## config.mk

```make
export PLATFORM = sky130hd
export DESIGN_NAME = skey_rc_updater
export DESIGN_NICKNAME = d
export VERILOG_FILES = /design/src/rtl/skey_pkg.sv /design/src/rtl/skey_array.sv /design/src/rtl/skey_rule.sv /design/src/rtl/skey_update_fsm.sv /design/src/rtl/skey_rc_updater.sv
export SDC_FILE = /design/constraint.sdc
export NUM_CORES = 2
export LEC_CHECK = 0
export BUFFER_PORTS_ARGS = -buffer_cell sky130_fd_sc_hd__buf_2
export CAP_MARGIN = 25
export CORE_ASPECT_RATIO = 1.75
export CORE_MARGIN = 2
export CORE_UTILIZATION = 50
export DETAILED_ROUTE_END_ITERATION = 10
export HOLD_SLACK_MARGIN = 0.03
export PLACE_DENSITY = 0.66
export SYNTH_ARGS = -nofsm -noshare
export SYNTH_HDL_FRONTEND = slang
export SYNTH_HIERARCHICAL = 1
export SYNTH_SLANG_ARGS = --single-unit
```

## constraint.sdc

```tcl
create_clock -name clk -period 4.25 [get_ports clk]
set_clock_uncertainty 0.2 [all_clocks]
set_input_delay 0.6375 -clock clk [delete_from_list [all_inputs] [get_ports clk]]
set_output_delay 0.6375 -clock clk [all_outputs]
set_load 0.01 [all_outputs]
```

## src/rtl/skey_pkg.sv

```systemverilog
package skey_pkg;

  localparam int KEY_W  = 7;
  localparam int PERM_W = 3;

  typedef enum logic [1:0] {
    ACC_LOAD  = 2'd0,
    ACC_STORE = 2'd1,
    ACC_FETCH = 2'd2,
    ACC_RSVD  = 2'd3
  } acc_kind_e;

  typedef struct packed {
    logic [3:0] acc;
    logic       fp;
    logic       refd;
    logic       chgd;
  } skey_t;

  typedef struct packed {
    logic x;
    logic w;
    logic r;
  } perm_t;

  typedef enum logic [1:0] {
    ST_IDLE = 2'd0,
    ST_RD   = 2'd1,
    ST_EV   = 2'd2,
    ST_DONE = 2'd3
  } upd_state_e;

endpackage

```

## src/rtl/skey_array.sv

```systemverilog
module skey_array
  import skey_pkg::*;
#(
  parameter int IDX_W = 8
) (
  input  logic             clk,
  input  logic             rst_n,
  input  logic             rd_en,
  input  logic [IDX_W-1:0] rd_idx,
  output skey_t            rd_key,
  input  logic             we,
  input  logic [IDX_W-1:0] wr_idx,
  input  skey_t            wr_key
);

  localparam int NUM_KEYS = 1 << IDX_W;

  skey_t cells [NUM_KEYS];

  for (genvar g = 0; g < NUM_KEYS; g++) begin : g_cell
    skey_t cell_q;
    always_ff @(posedge clk or negedge rst_n) begin
      if (!rst_n) begin
        cell_q <= '0;
      end else if (we && (wr_idx == IDX_W'(g))) begin
        cell_q <= wr_key;
      end
    end
    assign cells[g] = cell_q;
  end

  always_ff @(posedge clk or negedge rst_n) begin
    if (!rst_n) begin
      rd_key <= '0;
    end else if (rd_en) begin
      rd_key <= cells[rd_idx];
    end
  end

endmodule

```

## src/rtl/skey_rule.sv

```systemverilog
module skey_rule
  import skey_pkg::*;
(
  input  acc_kind_e kind,
  input  skey_t     old_key,
  input  perm_t     perm_in,
  output skey_t     new_key,
  output perm_t     perm_out,
  output logic      changed
);

  always_comb begin
    new_key      = old_key;
    new_key.refd = 1'b1;
    if (kind == ACC_STORE) begin
      new_key.chgd = 1'b1;
    end
    perm_out = perm_in;
    // Non-store with clean page: keep write off so the first store faults.
    if ((kind != ACC_STORE) && !old_key.chgd) begin
      perm_out.w = 1'b0;
    end
    changed = (new_key != old_key);
  end

endmodule

```

## src/rtl/skey_update_fsm.sv

```systemverilog
module skey_update_fsm
  import skey_pkg::*;
#(
  parameter int IDX_W = 8
) (
  input  logic             clk,
  input  logic             rst_n,
  input  logic             keys_en,
  input  logic             req_valid,
  output logic             req_ready,
  input  logic [IDX_W-1:0] req_idx,
  input  acc_kind_e        req_kind,
  input  perm_t            req_perm,
  input  logic             dir_busy,
  output logic             ram_rd_en,
  output logic [IDX_W-1:0] ram_idx,
  input  skey_t            ram_rd_key,
  output logic             ram_we,
  output skey_t            ram_wr_key,
  output logic             rsp_valid,
  output perm_t            rsp_perm
);

  upd_state_e       state_q;
  logic [IDX_W-1:0] idx_q;
  acc_kind_e        kind_q;
  perm_t            perm_q;
  logic             en_q;
  perm_t            rsp_perm_q;

  skey_t new_key;
  perm_t adj_perm;
  logic  key_changed;

  skey_rule u_rule (
    .kind     (kind_q),
    .old_key  (ram_rd_key),
    .perm_in  (perm_q),
    .new_key  (new_key),
    .perm_out (adj_perm),
    .changed  (key_changed)
  );

  assign req_ready  = (state_q == ST_IDLE);
  assign rsp_valid  = (state_q == ST_DONE);
  assign rsp_perm   = rsp_perm_q;
  assign ram_idx    = idx_q;
  assign ram_rd_en  = (state_q == ST_RD) && !dir_busy;
  assign ram_we     = (state_q == ST_EV) && !dir_busy && key_changed;
  assign ram_wr_key = new_key;

  always_ff @(posedge clk or negedge rst_n) begin
    if (!rst_n) begin
      state_q    <= ST_IDLE;
      idx_q      <= '0;
      kind_q     <= ACC_LOAD;
      perm_q     <= '0;
      en_q       <= 1'b0;
      rsp_perm_q <= '0;
    end else begin
      case (state_q)
        ST_IDLE: begin
          if (req_valid) begin
            idx_q  <= req_idx;
            kind_q <= req_kind;
            perm_q <= req_perm;
            en_q   <= keys_en;
            if (keys_en) begin
              state_q <= ST_RD;
            end else begin
              rsp_perm_q <= req_perm;
              state_q    <= ST_DONE;
            end
          end
        end
        ST_RD: begin
          if (!dir_busy) begin
            state_q <= ST_EV;
          end
        end
        ST_EV: begin
          if (dir_busy) begin
            state_q <= ST_RD;
          end else begin
            rsp_perm_q <= adj_perm;
            state_q    <= ST_DONE;
          end
        end
        default: state_q <= ST_IDLE;
      endcase
    end
  end

  p_no_access_disabled_r1: assert property (@(posedge clk) disable iff (!rst_n)
    ((state_q != ST_IDLE) && !en_q) |-> (!ram_rd_en && !ram_we));

  p_perm_narrow_only_r2: assert property (@(posedge clk) disable iff (!rst_n)
    rsp_valid |-> ((rsp_perm & ~perm_q) == '0));

  p_store_sets_chg_r3: assert property (@(posedge clk) disable iff (!rst_n)
    (ram_we && (kind_q == ACC_STORE)) |-> ram_wr_key.chgd);

  p_ref_written_r4: assert property (@(posedge clk) disable iff (!rst_n)
    ram_we |-> (ram_wr_key.refd && (ram_wr_key.acc == ram_rd_key.acc)));

  p_wb_on_change_r5: assert property (@(posedge clk) disable iff (!rst_n)
    ram_we |-> (ram_wr_key != ram_rd_key));

  p_strobe_single_r7: assert property (@(posedge clk) disable iff (!rst_n)
    rsp_valid |=> !rsp_valid);

endmodule

```

## src/rtl/skey_rc_updater.sv

```systemverilog
module skey_rc_updater
  import skey_pkg::*;
#(
  parameter  int ADDR_W    = 20,
  parameter  int PAGE_BITS = 12,
  localparam int IDX_W     = ADDR_W - PAGE_BITS
) (
  input  logic              clk,
  input  logic              rst_n,
  input  logic              keys_en,
  input  logic              req_valid,
  output logic              req_ready,
  input  logic [ADDR_W-1:0] req_addr,
  input  logic [1:0]        req_kind,
  input  logic [2:0]        req_perm,
  output logic              rsp_valid,
  output logic [2:0]        rsp_perm,
  input  logic              dir_en,
  input  logic              dir_we,
  input  logic [IDX_W-1:0]  dir_idx,
  input  logic [6:0]        dir_wkey,
  output logic              dir_rvalid,
  output logic [6:0]        dir_rkey
);

  logic             unused_offset;
  logic [IDX_W-1:0] page_idx;
  logic             fsm_rd, fsm_we;
  logic [IDX_W-1:0] fsm_idx;
  skey_t            fsm_wkey;
  skey_t            arr_rkey;
  perm_t            fsm_rsp_perm;
  logic             arr_rd, arr_we;
  logic [IDX_W-1:0] arr_ridx, arr_widx;
  skey_t            arr_wkey;
  logic             dir_rvalid_q;

  assign page_idx      = req_addr[ADDR_W-1:PAGE_BITS];
  assign unused_offset = ^req_addr[PAGE_BITS-1:0];

  skey_update_fsm #(.IDX_W(IDX_W)) u_fsm (
    .clk        (clk),
    .rst_n      (rst_n),
    .keys_en    (keys_en),
    .req_valid  (req_valid),
    .req_ready  (req_ready),
    .req_idx    (page_idx),
    .req_kind   (acc_kind_e'(req_kind)),
    .req_perm   (perm_t'(req_perm)),
    .dir_busy   (dir_en),
    .ram_rd_en  (fsm_rd),
    .ram_idx    (fsm_idx),
    .ram_rd_key (arr_rkey),
    .ram_we     (fsm_we),
    .ram_wr_key (fsm_wkey),
    .rsp_valid  (rsp_valid),
    .rsp_perm   (fsm_rsp_perm)
  );

  // Direct port owns the array whenever it is active.
  assign arr_rd   = (dir_en && !dir_we) || fsm_rd;
  assign arr_ridx = dir_en ? dir_idx : fsm_idx;
  assign arr_we   = (dir_en && dir_we) || fsm_we;
  assign arr_widx = dir_en ? dir_idx : fsm_idx;
  assign arr_wkey = dir_en ? skey_t'(dir_wkey) : fsm_wkey;

  skey_array #(.IDX_W(IDX_W)) u_array (
    .clk    (clk),
    .rst_n  (rst_n),
    .rd_en  (arr_rd),
    .rd_idx (arr_ridx),
    .rd_key (arr_rkey),
    .we     (arr_we),
    .wr_idx (arr_widx),
    .wr_key (arr_wkey)
  );

  always_ff @(posedge clk or negedge rst_n) begin
    if (!rst_n) dir_rvalid_q <= 1'b0;
    else        dir_rvalid_q <= dir_en && !dir_we;
  end

  assign dir_rvalid = dir_rvalid_q;
  assign dir_rkey   = arr_rkey;
  assign rsp_perm   = fsm_rsp_perm;

  p_dir_priority_r9: assert property (@(posedge clk) disable iff (!rst_n)
    dir_en |-> (!fsm_rd && !fsm_we));

  p_ready_not_busy_r7: assert property (@(posedge clk) disable iff (!rst_n)
    (req_valid && req_ready) |=> !req_ready);

endmodule

```

==> out/metrics.cfg <==
[status]
status = finished clean

[clock_network]
clk_pin_slew_ps = 70
root_buffer = clkbuf_16
cts_buffers = 171
clk_latency_ps = 820
htreeDepth = 4
cts_buffer_depth = 4
clock-sinks = 1818
tritoncts = done
cts_resized = 0

[setup_path]
slowest_delay_ps = 550
end_kind = flop
critPathMostFrequentCell = buf_4
cpLargestDelayFamily = compound AO/OA/AOI/OAI gates
crit_chain = mux2_8, buf_12, buf_4, mux4_2, o22ai_1, o21ai_1, a31oi_1, buf_4, nor4_1, a221o_1
path_class = flop to flop
critPathBufInv = 3
critPathRequiredTime_ps = 4750
r2r_slack_ps = 500
start_kind = flop
slowest_stage = mux4_2
arrival_ps = 4250
cp_max_fo = 22

[global_route]
grt_pass1_vias = 54490
grtUsageMet3_pct = 3.919
globalRouteOverflowTotal = 0
grt_pass1_wl_um = 359300
grtUsageMet1_pct = 33.12
grt_antenna_before_repair = 3
grt_max_degree = 191
grt_usage_pct = 28.38
grt.busiest_layer = met2
use_met2_pct = 48.51

[synthesis]
synthesis.nets = 5735
yosys-top-cells-count = 1818 x dfrtp_1, 1812 x mux2_2, 322 x mux4_2
syn_avg_cell_area_sq_um = 14.67
synth-seq-area-share_pct = 54.50
async_flop_share_pct = 100.0
synth.distinct_cells = 65
ys_seq_elements = 1818
synth.top_cell.area_share_pct = 54.50
synth-edff-count = 0
synth.most_common_cell = dfrtp_1
synth_cells = 5689
ys_warn_count = 6
ys_top_cells_by_area = dfrtp_1 54%, mux2_2 24%, mux4_2 8.7%, mux2i_1 3.4%, clkbuf_1 1.4%
syn_area_sq_um = 83480
ys.flop_type = dfrtp_1
synth_top_area_cell = dfrtp_1

[route]
drc = 0
dr_total_vias = 51010
drt_pass1_iterations = 5
ant_nets = 0
wl_per_cell_um = 28.75
wirelength_um = 240800
drtIter0Drc = 3802
vias_per_cell = 6.091

[sta]
maxSlewViolCount = 0
hold_violations = 0
period_share_pct = 88.22
worstMarginPinSlew_ps = 1118
slew_headroom_pct = 25.48
holdWs_ps = 104.7
setup_viol = 0
layout_min_cycle_time_ps = 3749
rsz0062_at_grt = no
max_freq_mhz = 266.7

[floorplanning]
row_count = 198
core_sq_um = 166000
die_area_sq_um = 170400
ios = 59
initial_utilization_pct = 50.29
die_w_um = 312.9
fp.dieH_um = 544.5

[worst_hold_path]
hp-class = input pin to asynchronous set/reset pin

[place]
numPortBuffers = 46
dp_cells = 8053
dpl.hpwl_um = 166800
gp_congestion = 0.9479

[power_and_ir_drop]
leakage_nw = 46.06
ir_drop_mv = 0.3409
power.total_mw = 49.96
powerDensity_nw_per_um2 = 524.2

[final_layout]
fin_nets = 6088
drive_gt1_share_pct = 49.29
fin_cells = 8375
syn_to_final_growth_pct = 14.17

[job]
drv_cap = 0

cell families (layout without fill, tap and decap cells):
kind of cell / count (synthesis) / count (layout) / share of synthesized area [%]
muxes: 2442 / 2442 / 36.94
DFF: 1818 / 1818 / 54.50
and+or+nand+nor: 639 / 639 / 3.299
buffers and inverters: 431 / 914 / 2.415
AOI/OAI and AO/OA: 358 / 358 / 2.846
other: 1 / 4 / 0.004492
repair_timing:
item                                    CTS  global route
setup buffers                             0             0
endpoints found under the setup margin    0             0
hold endpoints to repair                379             0
hold buffers                             16             0
worst paths after layout:
kind,to,cells after the start,start
worst min-delay path,u_array/cells[1481],2,rst_n
worst max register to register,u_array/rd_key[1],10,u_fsm/ram_idx[0]
min in group clk,u_fsm/state_q[1],4,keys_en
worst max-delay path,u_array/rd_key[1],10,u_fsm/ram_idx[0]
worst min register to register,u_array/cells[1409],1,u_array/cells[1409]
max in group asynchronous,u_array/cells[145],3,rst_n
per-layer routing:
layer	wire length [um]	part of all wire, %
met1	88130	37
met2	120800	50
met3	11690	4.9
met4	20190	8.4
met5	0	0
flip-flops by register name, summed over array words and instances, names as in the netlist:
signal,flops
u_fsm/ram_idx,8
u_array/cells,1792
dir_rvalid,1
u_fsm/kind_q,2
u_fsm/perm_q,3
u_array/rd_key,7
u_fsm/rsp_perm,3
u_fsm/state_q,2
report_power, final:
| part | switching, mW | internal, mW | total (mW) | leakage (nW) |
|---|---|---|---|---|
| Combinational | 7.86 | 5.61 | 13.5 | 18.1 |
| Sequential | 1.20 | 19.6 | 20.8 | 25.2 |
| Clock | 6.67 | 8.99 | 15.7 | 2.80 |
layout by cell type (no fill, tap or decap), types with 16 or more instances in the layout:
master,n
nor3_1,25
dfrtp_1,1818
dlygate4sd3_1,16
clkbuf_8,42
nand3_1,27
o21ai_0,42
clkinv_2,30
mux2_2,1807
buf_12,59
clkbuf_1,34
a22oi_1,36
mux2i_1,286
o21ai_1,22
buf_4,486
a211oi_1,26
clkbuf_16,174
o221ai_1,31
nand2_1,211
nor2_1,276
buf_2,45
o22ai_1,94
mux4_2,322
a21oi_1,48
layout make-up:
cell class | instances | area (sq um)
multi-input combinational | 3440 | 36140
antenna | 3 | 7.507
sequential | 1818 | 45490
clock buffer | 250 | 5060
clock inverter | 53 | 621.8
inverter | 5 | 21.27
fill | 13210 | 70680
timing repair buffer | 606 | 5215
tap | 2200 | 2753
through the flow:
step / utilization, % / setup WS [ps] / TNS, ps / cell area [sq um]
after floorplan: - / 987.0 / 0 / 83480
after global placement: 53.90 / -76.74 / -76.74 / 89460
after detailed placement: 53.90 / -64.11 / -64.11 / 89460
after CTS: 57.42 / 515.7 / 0 / 95300
after global routing: 57.42 / 459.3 / 0 / 95300
final: 57.42 / 500.5 / 0 / 95310
Note: power is estimated with default switching activity, not from simulation.
